==> src/rtl/adc_seq_pkg.sv <==
package adc_seq_pkg;
  localparam int unsigned BUS_W  = 32;
  localparam int unsigned ADDR_W = 8;

  localparam logic [ADDR_W-1:0] OFF_CTRL  = 8'h00;
  localparam logic [ADDR_W-1:0] OFF_CHCFG = 8'h04;
  localparam logic [ADDR_W-1:0] OFF_DATA  = 8'h4C;
  localparam logic [ADDR_W-1:0] OFF_IEN   = 8'h50;
  localparam logic [ADDR_W-1:0] OFF_ICLR  = 8'h54;
  localparam logic [ADDR_W-1:0] OFF_ISTS  = 8'h58;
  localparam logic [ADDR_W-1:0] OFF_IRAW  = 8'h5C;

  localparam int unsigned EN_B      = 0;
  localparam int unsigned RUN_B     = 1;
  localparam int unsigned M12_B     = 2;
  localparam int unsigned CNT_LSB   = 4;
  localparam int unsigned CH_LSB    = 0;
  localparam int unsigned SCALE_LSB = 9;

  typedef enum logic [1:0] {ST_IDLE, ST_REQ, ST_WAIT} seq_state_e;
endpackage

==> src/rtl/adc_seq_cfg.sv <==
module adc_seq_cfg
  import adc_seq_pkg::*;
#(
  parameter int unsigned CHAN_W  = 5,
  parameter int unsigned SCALE_W = 2,
  parameter int unsigned CNT_W   = 4
) (
  input  logic               clk_i,
  input  logic               rst_ni,
  input  logic               we_i,
  input  logic [ADDR_W-1:0]  addr_i,
  input  logic [BUS_W-1:0]   wdata_i,
  input  logic               busy_i,
  output logic               en_o,
  output logic               mode12_o,
  output logic [CNT_W-1:0]   cnt_o,
  output logic [CHAN_W-1:0]  chan_o,
  output logic [SCALE_W-1:0] scale_o,
  output logic               start_o,
  output logic               abort_o
);
  logic wr_ctrl, wr_chcfg;

  assign wr_ctrl  = we_i && (addr_i == OFF_CTRL);
  assign wr_chcfg = we_i && (addr_i == OFF_CHCFG);

  always_ff @(posedge clk_i or negedge rst_ni) begin
    if (!rst_ni) begin
      en_o     <= 1'b0;
      mode12_o <= 1'b0;
      cnt_o    <= '0;
      chan_o   <= '0;
      scale_o  <= '0;
    end else begin
      if (wr_ctrl) begin
        en_o     <= wdata_i[EN_B];
        mode12_o <= wdata_i[M12_B];
        cnt_o    <= wdata_i[CNT_LSB +: CNT_W];
      end
      if (wr_chcfg) begin
        chan_o  <= wdata_i[CH_LSB +: CHAN_W];
        scale_o <= wdata_i[SCALE_LSB +: SCALE_W];
      end
    end
  end

  // run honoured only when enable was already set and nothing is outstanding
  assign start_o = wr_ctrl && wdata_i[RUN_B] && wdata_i[EN_B] && en_o && !busy_i;
  assign abort_o = wr_ctrl && !wdata_i[EN_B];
endmodule

==> src/rtl/adc_seq_engine.sv <==
module adc_seq_engine
  import adc_seq_pkg::*;
#(
  parameter int unsigned DATA_W  = 12,
  parameter int unsigned CHAN_W  = 5,
  parameter int unsigned SCALE_W = 2,
  parameter int unsigned CNT_W   = 4
) (
  input  logic               clk_i,
  input  logic               rst_ni,
  input  logic               start_i,
  input  logic               abort_i,
  input  logic [CHAN_W-1:0]  chan_i,
  input  logic [SCALE_W-1:0] scale_i,
  input  logic               mode12_i,
  input  logic [CNT_W-1:0]   cnt_i,
  input  logic               done_i,
  input  logic [DATA_W-1:0]  data_i,
  output logic               req_o,
  output logic               busy_o,
  output logic [CHAN_W-1:0]  chan_o,
  output logic [SCALE_W-1:0] scale_o,
  output logic               mode12_o,
  output logic               fin_o,
  output logic [DATA_W-1:0]  data_o
);
  seq_state_e       state_q;
  logic [CNT_W-1:0] left_q;
  logic             take;

  assign take   = (state_q == ST_WAIT) && done_i && !abort_i;
  assign fin_o  = take && (left_q == '0);
  assign req_o  = (state_q == ST_REQ);
  assign busy_o = (state_q != ST_IDLE);

  always_ff @(posedge clk_i or negedge rst_ni) begin
    if (!rst_ni) begin
      state_q  <= ST_IDLE;
      left_q   <= '0;
      chan_o   <= '0;
      scale_o  <= '0;
      mode12_o <= 1'b0;
      data_o   <= '0;
    end else if (abort_i) begin
      state_q <= ST_IDLE;
    end else begin
      unique case (state_q)
        ST_IDLE: if (start_i) begin
          chan_o   <= chan_i;
          scale_o  <= scale_i;
          mode12_o <= mode12_i;
          left_q   <= cnt_i;
          state_q  <= ST_REQ;
        end
        ST_REQ:  state_q <= ST_WAIT;
        ST_WAIT: if (take) begin
          data_o <= data_i;
          if (left_q == '0) begin
            state_q <= ST_IDLE;
          end else begin
            left_q  <= left_q - CNT_W'(1);
            state_q <= ST_REQ;
          end
        end
        default: state_q <= ST_IDLE;
      endcase
    end
  end
endmodule

==> src/rtl/adc_seq_irq.sv <==
module adc_seq_irq
  import adc_seq_pkg::*;
(
  input  logic              clk_i,
  input  logic              rst_ni,
  input  logic              we_i,
  input  logic [ADDR_W-1:0] addr_i,
  input  logic              wbit0_i,
  input  logic              set_i,
  output logic              raw_o,
  output logic              ie_o,
  output logic              sts_o
);
  logic clr;

  assign clr = we_i && (addr_i == OFF_ICLR) && wbit0_i;

  always_ff @(posedge clk_i or negedge rst_ni) begin
    if (!rst_ni) begin
      raw_o <= 1'b0;
      ie_o  <= 1'b0;
    end else begin
      if (set_i)    raw_o <= 1'b1;  // new event beats a clear
      else if (clr) raw_o <= 1'b0;
      if (we_i && (addr_i == OFF_IEN)) ie_o <= wbit0_i;
    end
  end

  assign sts_o = raw_o & ie_o;
endmodule

==> src/rtl/adc_seq_top.sv <==
module adc_seq_top
  import adc_seq_pkg::*;
#(
  parameter int unsigned DATA_W  = 12,
  parameter int unsigned CHAN_W  = 5,
  parameter int unsigned SCALE_W = 2,
  parameter int unsigned CNT_W   = 4
) (
  input  logic               clk_i,
  input  logic               rst_ni,
  input  logic [ADDR_W-1:0]  addr_i,
  input  logic [BUS_W-1:0]   wdata_i,
  input  logic               we_i,
  input  logic               re_i,
  output logic [BUS_W-1:0]   rdata_o,
  output logic               conv_req_o,
  output logic [CHAN_W-1:0]  conv_chan_o,
  output logic [SCALE_W-1:0] conv_scale_o,
  output logic               conv_mode12_o,
  input  logic               conv_done_i,
  input  logic [DATA_W-1:0]  conv_data_i,
  output logic               irq_o
);
  logic               en_q, mode12_q, start, abort, busy, fin;
  logic               raw_q, ie_q, sts;
  logic [CNT_W-1:0]   cnt_q;
  logic [CHAN_W-1:0]  chan_q;
  logic [SCALE_W-1:0] scale_q;
  logic [DATA_W-1:0]  data_q;
  logic               unused_wdata;

  assign unused_wdata = ^wdata_i;

  adc_seq_cfg #(.CHAN_W(CHAN_W), .SCALE_W(SCALE_W), .CNT_W(CNT_W)) i_cfg (
    .clk_i, .rst_ni, .we_i, .addr_i, .wdata_i,
    .busy_i(busy), .en_o(en_q), .mode12_o(mode12_q), .cnt_o(cnt_q),
    .chan_o(chan_q), .scale_o(scale_q), .start_o(start), .abort_o(abort)
  );

  adc_seq_engine #(.DATA_W(DATA_W), .CHAN_W(CHAN_W), .SCALE_W(SCALE_W), .CNT_W(CNT_W)) i_engine (
    .clk_i, .rst_ni, .start_i(start), .abort_i(abort),
    .chan_i(chan_q), .scale_i(scale_q), .mode12_i(mode12_q), .cnt_i(cnt_q),
    .done_i(conv_done_i), .data_i(conv_data_i),
    .req_o(conv_req_o), .busy_o(busy), .chan_o(conv_chan_o), .scale_o(conv_scale_o),
    .mode12_o(conv_mode12_o), .fin_o(fin), .data_o(data_q)
  );

  adc_seq_irq i_irq (
    .clk_i, .rst_ni, .we_i, .addr_i, .wbit0_i(wdata_i[0]),
    .set_i(fin), .raw_o(raw_q), .ie_o(ie_q), .sts_o(sts)
  );

  assign irq_o = sts;

  always_comb begin
    rdata_o = '0;
    if (re_i) begin
      unique case (addr_i)
        OFF_CTRL: begin
          rdata_o[EN_B]                 = en_q;
          rdata_o[RUN_B]                = busy;
          rdata_o[M12_B]                = mode12_q;
          rdata_o[CNT_LSB +: CNT_W]     = cnt_q;
        end
        OFF_CHCFG: begin
          rdata_o[CH_LSB +: CHAN_W]     = chan_q;
          rdata_o[SCALE_LSB +: SCALE_W] = scale_q;
        end
        OFF_DATA: rdata_o[DATA_W-1:0] = data_q;
        OFF_IEN:  rdata_o[0] = ie_q;
        OFF_ISTS: rdata_o[0] = sts;
        OFF_IRAW: rdata_o[0] = raw_q;
        default:  rdata_o = '0;
      endcase
    end
  end
endmodule

==> config.mk <==
export PLATFORM = sky130hd
export DESIGN_NAME = adc_seq_top
export DESIGN_NICKNAME = d
export VERILOG_FILES = /design/src/rtl/adc_seq_pkg.sv /design/src/rtl/adc_seq_cfg.sv /design/src/rtl/adc_seq_engine.sv /design/src/rtl/adc_seq_irq.sv /design/src/rtl/adc_seq_top.sv
export SDC_FILE = /design/constraint.sdc
export NUM_CORES = 1
export LEC_CHECK = 0
export BUFFER_PORTS_ARGS = -buffer_cell sky130_fd_sc_hd__buf_2
export CAP_MARGIN = 5
export CORE_AREA = 3 3 77 79
export DETAILED_ROUTE_END_ITERATION = 7
export DIE_AREA = 0 0 80 82
export PLACE_DENSITY = 0.76
export SLEW_MARGIN = 20
export SYNTH_ARGS = -nofsm -noshare
export SYNTH_HDL_FRONTEND = slang
export SYNTH_SLANG_ARGS = --single-unit
==> constraint.sdc <==
create_clock -name clk_i -period 1.55 [get_ports clk_i]
set_clock_uncertainty 0.05 [all_clocks]
set_input_delay 0.155 -clock clk_i [delete_from_list [all_inputs] [get_ports clk_i]]
set_output_delay 0.155 -clock clk_i [all_outputs]
set_load 0.01 [all_outputs]
# --- After elaboration in Yosys (flattened, before gate mapping) ---
# Index checks and enable logic that the tools add are counted.
# Widths: inputs -> output; s select.
totals:
  register_bits: 41
  input_bits: 57
  out_inout_bits: 42
  elab_cells: 75
classes:
  n_addsub: 1
  eq_ne: 13
  n_mux: 20
  bitwise: 2
  n_reduce_logical: 26
op_table:
  columns: ["op", "n"]
  rows:
  - ["$eq 8x7->1 const B", 5]
  - ["$logic_and 1x1->1", 13]
  - ["$mux 12", 1]
  - ["$mux 4", 3]
  - ["$pmux 2 s3", 2]
  - ["$eq 8x3->1 const B", 1]
  - ["$logic_not 8->1", 1]
  - ["$pmux 4 s2", 1]
  - ["$mux 2", 3]
  - ["$pmux 1 s6", 1]
  - ["$pmux 3 s2", 1]
  - ["$reduce_and 3->1", 2]
  - ["$reduce_bool 2->1", 3]
  - ["$mux 1", 5]
  - ["$reduce_and 5->1", 1]
  - ["$logic_not 4->1", 1]
  - ["$ne 2x2->1 const B", 2]
  - ["$pmux 2 s2", 1]
  - ["$sub 4x1->4 const B", 1]
  - ["$logic_not 1->1", 3]
  - ["$ne 3x1->1 const B", 1]
  - ["$ne 3x2->1 const B", 1]
  - ["$pmux 1 s3", 1]
  - ["$eq 2x1->1 const B", 1]
  - ["7 further kinds", 7]

# --- Depth between registers and ports, before layout ---
# Gate-level depths: netlist of run 1.
depth:
  ltp_word: 9
  mapped_depth: 8
  mapped_depth_nobuf: 6

# --- Modules after synthesis ---
# From an unflattened synthesis of run 1, not the netlist that was laid out.
unflattened:
  cells_unflattened: 204
  hier_area_um2: 2326.0
by_module_without_submodules:
  columns: ["module", "instances", "cells_per_inst", "area_per_inst_um2", "seq_area_each_um2"]
  rows:
  - ["adc_seq_engine", 1, 90, 1156.1, 650.6]
  - ["adc_seq_cfg", 1, 35, 571.8, 325.3]
  - ["adc_seq_top", 1, 69, 481.7, 0.0]
  - ["adc_seq_irq", 1, 10, 116.4, 50.0]

# --- Least setup slack after synthesis of run 1 ---
# No wires, ideal clock.
synth_path:
  path_type: "input to register"
  startpoint: "input port addr_i[2]"
  endpoint: "register i_engine.data_o[10]"
  setup_time_ns: 0.125
  t_arrival_ns: 1.648
  t_required_ns: 1.375
  slack_ns: -0.273
  cell_stages: 6
  path_buffers: 2
  path_cell_list: "buf_6 -> or4_4 -> nor4b_4 -> nor3b_2 -> buf_6 -> mux2_4"
synth_between:
  elab_chain_cells: 6
  elab_cells_between_ends: 7
  cone_classes: "bitwise: 1; reduce/logical: 6"
synth_rtl:
  columns: ["item", "line", "text"]
  rows:
  - ["from (decl)", "adc_seq_top.sv:11", "input logic [ADDR_W-1:0] addr_i,"]
  - ["$logic_not 8->1 *", "adc_seq_cfg.sv:24", "assign wr_ctrl = we_i && (addr_i == OFF_CTRL);"]
  - ["$logic_and 1x1->1 *", "adc_seq_cfg.sv:24", null]
  - ["$logic_and 1x1->1 *", "adc_seq_cfg.sv:49", "assign abort_o = wr_ctrl && !wdata_i[EN_B];"]
  - ["$logic_not 1->1", "adc_seq_engine.sv:31", "assign take = (state_q == ST_WAIT) && done_i && !abort_i;"]
  - ["$logic_and 1x1->1", "adc_seq_engine.sv:31", null]
  - ["$reduce_and 3->1 (no source line) *", null, null]
  - ["to (signal assigned)", "adc_seq_engine.sv:57", "data_o <= data_i;"]
  - ["to (decl)", "adc_seq_engine.sv:25", "output logic [DATA_W-1:0] data_o"]
# Mark *: on every way between the ends. The rest lies on a longest branch, timed or not.
# A chain may end at the register's enable or synchronous reset.

# --- Final worst setup path of run 1 ---
layout_path:
  startpoint: "input port addr_i[6]"
  endpoint: "output port rdata_o[1]"
layout_between:
  elab_chain_cells: 3
  elab_cells_between_ends: 5
  cone_classes: "eq/ne: 2; mux: 2; reduce/logical: 1"
layout_rtl:
  columns: ["item", "line", "text"]
  rows:
  - ["$eq 8x7->1 (tied with other cells)", "adc_seq_top.sv:58", "unique case (addr_i)"]
  - ["$pmux 2 s3 *", "adc_seq_top.sv:58", null]
  - ["$mux 12 *", "adc_seq_top.sv:57", "if (re_i) begin"]
  - ["to (decl)", "adc_seq_top.sv:15", "output logic [BUS_W-1:0] rdata_o,"]
# Marked as above.

==> results of run 1 <==
flip-flops by register name (all words and copies together), names as in the netlist, 2 cells and up:
register,flops
i_engine.chan_o,5
i_cfg.chan_o,5
i_engine.scale_o,2
i_engine.left_q,4
i_cfg.cnt_o,4
i_engine.data_o,12
i_cfg.scale_o,2
i_engine.state_q,2
cells by family after synthesis:
kind of cell,synth area share
and+or+nand+nor,0.132
DFF,0.464
muxes,0.218
buffers and inverters,0.0934
AOI/OAI and AO/OA,0.0770
xor gates and xnor gates,0.00793
adders and majority gates,0.00566
other,0.00170
per-stage QoR:
step,hold slack (ps),instance area [µm²],utilization,total power [mW],setup TNS (ps)
floorplan,-191,2300,-,2.28,-4810
global placement,54.3,2780,0.514,2.69,-11500
detailed placement,59.2,2780,0.514,2.74,-11930
CTS,27.8,3100,0.574,3.60,-1700
global route,29.7,3230,0.597,3.96,-4500
finish,32.9,3230,0.597,3.74,-2020
final timing paths:
| kind | slack [ps] | startpoint | to |
|---|---|---|---|
| min in group asynchronous | 280 | rst_ni | i_engine.state_q[1]$_DFFE_PN0P_ |
| min | 30 | conv_data_i[11] | i_engine.data_o[11]$_DFFE_PN0P_ |
| min reg2reg | 460 | i_engine.chan_o[0]$_DFFE_PN0P_ | i_engine.chan_o[0]$_DFFE_PN0P_ |
| max reg2reg | -110 | i_engine.left_q[0]$_DFFE_PN0P_ | i_engine.left_q[3]$_DFFE_PN0P_ |
| max | -120 | addr_i[6] | rdata_o[1] |
| max in group asynchronous | 700 | rst_ni | i_engine.chan_o[1]$_DFFE_PN0P_ |
power by group through the flow:
stage	Sequential, mW	Combinational [mW]	Clock, mW
6_report	1.50	1.55	0.698
3_3_place_gp	1.49	1.21	0
5_1_grt	1.52	1.67	0.765
2_1_floorplan	1.47	0.806	0
4_1_cts	1.48	1.41	0.711
3_5_place_dp	1.49	1.25	0
metal layers:
layer,vias to the layer above,GRT usage,share of wire
met5,-,0,0
met4,0,0.0878,0.032
met3,16,0.0395,0.042
met1,897,0.234,0.42
met2,53,0.294,0.50
li1,835,-,-
what timing repair did:
item / 4_1_cts / 5_1_grt
setup endpoints to repair: 35 / 38
gates cloned: 0 / 0
hold buffers: 1 / 0
pin swaps: 18 / 12
buffers inserted: 6 / 5
endpoints found under the hold margin: 16 / 0
gates resized for setup: 46 / 19
layout by cell type, fill, tap and decap left out, drive strengths merged:
master | netlist | routed
clkinv | 0 | 2
and2 | 2 | 2
a22oi | 4 | 4
xnor2 | 2 | 2
nand4 | 3 | 3
dfrtp | 41 | 41
nor3 | 2 | 2
conb | 1 | 20
nor4 | 3 | 3
buf | 22 | 104
nor2 | 8 | 8
nor2b | 4 | 4
ha | 1 | 1
o22ai | 1 | 1
inv | 5 | 5
dlygate4sd3 | 0 | 1
mux2 | 38 | 38
a21oi | 1 | 1
a21boi | 2 | 2
nor3b | 2 | 2
a32o | 6 | 6
nand3 | 2 | 2
a211oi | 1 | 1
clkbuf | 4 | 5
nand2b | 1 | 1
nor4b | 2 | 2
a32oi | 1 | 1
or4 | 2 | 2
nand2 | 9 | 9
a31o | 1 | 1
mux2i | 2 | 2
clkinvlp | 0 | 1
o21ai | 4 | 4
and3 | 7 | 7
final cells by class:
| type | instances | area, µm² | share of cell area |
|---|---|---|---|
| clock buffer | 5 | 68.8 | 0.0213 |
| clock inverter | 3 | 17.5 | 0.00543 |
| inverter | 5 | 18.8 | 0.00581 |
| multi-input combinational | 131 | 1240 | 0.384 |
| sequential | 41 | 1030 | 0.318 |
| tap | 72 | 90.1 | 0.0279 |
| timing repair buffer | 105 | 768 | 0.238 |
==> impl_metrics.json, run 1 <==
{
  "maxSlewViolCount": 0,
  "arrival_ps": 1470,
  "yosys_most_used_dff": "dfrtp_1",
  "setup_slack_ps": -121,
  "path_clk_slew_ps": 80,
  "slowest_stage": "nor4_4",
  "hp-class": "primary input to flop",
  "timing.fmax_ghz": 0.599,
  "grt_pass1_vias": 1804,
  "syn_area_um2": 2210,
  "fin_cells": 362,
  "gp_congestion": 0.951,
  "ant_nets": 0,
  "min_period_ps": 1670,
  "cts.sinks": 41,
  "htreeDepth": 2,
  "initial_core_util": 0.409,
  "synth_common_cells": "dfrtp_1, mux2_2, buf_4, mux2_4, nand2_1",
  "worstSetupPathType": "primary input to primary output",
  "p_clk_frac": 0.187,
  "outcome": "finished, violations left",
  "cts_made_buffers": 5,
  "ys_warn_count": 0,
  "ir_worst_vdd_v": 0.000690,
  "synthArstFlopShare": 1.00,
  "crit_cells": 9,
  "synth_edf_count": 0,
  "clock_latency_ps": 300,
  "port_buffers": 56,
  "pwr-share-seq": 0.400,
  "overflow": 0,
  "synth.top_cell.area_share": 0.464,
  "critPathLaunchType": "primary input",
  "fillers": 453,
  "finalCritPeriodShare": 1.08,
  "wire_per_inst_um": 16.2,
  "first_iter_violations": 93,
  "via_count": 1801,
  "drt-total-wl_um": 5860,
  "root_buffer": "clkbuf_8",
  "clk_path_buf_depth": 2,
  "final_nets": 347,
  "hold_viol": 0,
  "crit_chain": "buf_8 > buf_6 > nor4_4 > buf_4 > and3_4 > buf_6 > a22oi_2 > nor2b_2 > buf_2",
  "crit_fanout": 4,
  "r2r_cells": 6,
  "swShare": 0.317,
  "grt_usage": 0.183,
  "route.detailed.drc": 0,
  "die_w_um": 80,
  "dieArea_um2": 6560,
  "synth.most_common_cell": "dfrtp_1",
  "core.rowCount": 27,
  "ys_top_cells_by_area": "dfrtp_1, mux2_2, buf_4, mux2_4, a32o_1",
  "antenna_found_initial": 0,
  "syn_inst": 184,
  "worstPathBufferInverterCount": 5,
  "grt_max_degree": 26,
  "violations": "setup timing",
  "synth.distinct_cells": 39,
  "viasPerCell": 4.98,
  "drv_cap": 0,
  "critPathTopFamily": "buffers and inverters",
  "ios": 99,
  "avgSynthCellArea_um2": 12.0,
  "leakagePower_nw": 1.64,
  "core_area_um2": 5410,
  "grt_pass1_wl_um": 9040,
  "pre_cts_ws_ps": -423,
  "ys_seq_area_frac": 0.464,
  "setup_viol": 35,
  "rsz0062_at_grt": "true",
  "p_per_area_nw_per_um2": 1160,
  "yosys.area.top_type": "dfrtp_1",
  "crit_top_cell": "buf_6",
  "required_ps": 1340,
  "synth_seq_cells": 41,
  "drtPass1Iterations": 4,
  "final_layout_size_suffix_gt1_frac": 0.638,
  "end_kind": "primary output",
  "p_int_mw": 2.56,
  "switching_power_mw": 1.19,
  "hold_path_depth": 2,
  "die_y_um": 82,
  "antenna_cells": 0,
  "cts_tree": "yes",
  "hpwl_um": 4030,
  "area_growth_pct": 46.1,
  "pwr-share-comb": 0.414,
  "dp.cells": 342,
  "slowest_delay_ps": 280
}
(Power assumes the default switching activity.)
==> run 2: changes to the inputs <==
--- a/config.mk
+++ b/config.mk
@@ -7,9 +7,9 @@
 export LEC_CHECK = 0
 export BUFFER_PORTS_ARGS = -buffer_cell sky130_fd_sc_hd__buf_2
 export CAP_MARGIN = 5
-export CORE_AREA = 3 3 77 79
+export CORE_AREA = 3 3 91 67
 export DETAILED_ROUTE_END_ITERATION = 7
-export DIE_AREA = 0 0 80 82
+export DIE_AREA = 0 0 94 70
 export PLACE_DENSITY = 0.76
 export SLEW_MARGIN = 20
 export SYNTH_ARGS = -nofsm -noshare
==> run 2 against run 1 <==
Design area decreased by 0.70%. Worst hold slack improved by 4.9 ps. Sequential power about the same. Critical endpoint is now i_engine.left_q[2]$_DFFE_PN0P_. Core utilization rose by 1.6 points. Largest cell class unchanged. The flow still finishes with violations (setup timing). Routed wire length rose by 2.6%.
==> impl_metrics.json, run 2 (synthesis results as in run 1) <==
{
  "route.detailed.drc": 0,
  "largest_register_ffs": 12,
  "first_iter_violations": 58,
  "placed_cell_area_um2": 2770,
  "drt-total-wl_um": 6010,
  "final_nets": 346,
  "arrival_ps": 1830,
  "swShare": 0.295,
  "rsz0062_at_grt": "true",
  "fin_setup_tns_ps": -2040,
  "r2r_cells": 6,
  "slowest_stage": "or4_4",
  "cts_made_buffers": 5,
  "area_growth_pct": 45.1,
  "final_cell_area_um2": 3210,
  "cts.sinks": 41,
  "hold_path_depth": 2,
  "outcome": "finished, violations left",
  "drtPass1Iterations": 4,
  "setup_viol": 27,
  "clock_latency_ps": 290,
  "min_period_ps": 1710,
  "regMostFlops": "i_engine.data_o",
  "p_int_mw": 2.79,
  "timing.fmax_ghz": 0.586,
  "ant_nets": 0,
  "hpwl_um": 4310,
  "worstSetupPathType": "primary input to flop",
  "use_met1": 0.251,
  "antenna_found_initial": 0,
  "hold_viol": 0,
  "critPathLaunchType": "primary input",
  "end_kind": "flop",
  "crit_chain": "buf_6 > or4_4 > nor4b_4 > buf_4 > a211oi_4 > o21ai_2 > mux2_4",
  "grt_busiest_layer": "met2",
  "pwr-share-seq": 0.378,
  "grt_usage": 0.179,
  "finalCritPeriodShare": 1.10,
  "wire_per_inst_um": 16.6,
  "clk_path_buf_depth": 2,
  "fillers": 430,
  "gp_congestion": 0.836,
  "ir_worst_vdd_v": 0.000742,
  "required_ps": 1680,
  "grt_pass1_vias": 1739,
  "grt_max_degree": 42,
  "violations": "setup timing",
  "port_buffers": 56,
  "ios": 99,
  "viasPerCell": 4.91,
  "worstMarginPinSlew_ps": 518,
  "switching_power_mw": 1.17,
  "final_layout_size_suffix_gt1_frac": 0.619,
  "leakagePower_nw": 1.62,
  "top_regs": "i_engine.data_o (12), i_cfg.chan_o (5), i_engine.chan_o (5)",
  "hp-class": "primary input to flop",
  "via_count": 1774,
  "core.rowCount": 22,
  "relSlewSlack": 0.655,
  "dieArea_um2": 6580,
  "die_w_um": 94,
  "p_clk_frac": 0.222,
  "grt_use_met2": 0.275,
  "p_per_area_nw_per_um2": 1230,
  "pwr-share-comb": 0.400,
  "htreeDepth": 2,
  "slowest_delay_ps": 560,
  "crit_fanout": 3,
  "maxSlewViolCount": 0,
  "grtUsageMet3": 0.0560,
  "antenna_cells": 0,
  "cts_tree": "yes",
  "core_area_um2": 5230,
  "drv_cap": 0,
  "overflow": 0,
  "path_clk_slew_ps": 80,
  "final_cell_mix": "buf_2, dfrtp_1, buf_4, mux2_4, conb_1",
  "mostFrequentLayoutCell": "buf_2",
  "die_y_um": 70,
  "initial_core_util": 0.422,
  "root_buffer": "clkbuf_8",
  "setup_slack_ps": -157,
  "grt_pass1_wl_um": 8970
}
## run 2: cell count changes in the layout (fill, tap and decap cells not counted), moves of 2 or more
cell / previous run / this run
nand2_1: 5 / 8
buf_12: 2 / 0
clkinv_2: 2 / 0
nand2_2: 4 / 1
o21ai_2: 0 / 2
and3_4: 3 / 5
and3_1: 4 / 2
buf_4: 34 / 37
buf_6: 18 / 16
## run 2: final cells by class
class                   instances  area [µm²]  share of cell area
clock buffers                   7        86.3              0.0269
clock inverters                 1        30.0             0.00937
inverters                       5        18.8             0.00585
multi-input cells             131        1240               0.386
flip-flops and latches         41        1030               0.320
well taps                      72        90.1              0.0281
repair buffers                104         718               0.224
## run 2: timing repair
| item | 4_1_cts | 5_1_grt |
|---|---|---|
| gates resized for setup | 34 | 23 |
| gates cloned | 0 | 0 |
| pin swaps | 20 | 8 |
| endpoints found under the hold margin | 41 | 0 |
| setup endpoints to repair | 30 | 38 |
| setup buffers | 4 | 4 |
| hold buffers | 1 | 0 |
## run 2: worst max-delay path: cells and delay by family
kind	cells	cell delay (ps)
compound gates	2	170
buf+inv	2	280
mux	1	330
simple gates	2	900
## run 2: path summary, 6_finish.rpt
path | end | startpoint | slack, ps
worst max-delay path | i_engine.left_q[2]$_DFFE_PN0P_ | addr_i[4] | -160
worst min-delay path | i_cfg.cnt_o[3]$_DFFE_PN0N_ | wdata_i[7] | 40
worst max register to register | i_engine.left_q[2]$_DFFE_PN0P_ | i_engine.left_q[1]$_DFFE_PN0P_ | -80
worst min register to register | i_engine.scale_o[1]$_DFFE_PN0P_ | i_engine.scale_o[1]$_DFFE_PN0P_ | 460
max in group asynchronous | i_engine.data_o[1]$_DFFE_PN0P_ | rst_ni | 690
min in group asynchronous | i_engine.data_o[6]$_DFFE_PN0P_ | rst_ni | 400
## run 2: metrics by stage
stage | instances | util | total power, mW | setup slack (ps) | hold WS (ps)
after floorplan | 203 | - | 2.28 | -239 | -191
after global placement | 344 | 0.529 | 2.71 | -432 | 194
after CTS | 357 | 0.585 | 3.76 | -164 | 33.7
final | 361 | 0.613 | 3.95 | -157 | 37.8
after global routing | 361 | 0.613 | 4.17 | -203 | 23.9
after detailed placement | 344 | 0.529 | 2.75 | -472 | 206
## run 2: power groups by stage
stage | Sequential (mW) | Clock (mW) | Combinational (mW)
global route | 1.52 | 0.948 | 1.69
floorplan | 1.47 | 0 | 0.806
CTS | 1.48 | 0.896 | 1.39
global placement | 1.49 | 0 | 1.22
finish | 1.49 | 0.878 | 1.58
detailed placement | 1.50 | 0 | 1.25
## run 2: layer usage
layer	share of wire	wire, µm
met1	0.45	2690
met2	0.46	2790
met3	0.074	446
met4	0.014	82
met5	0	0
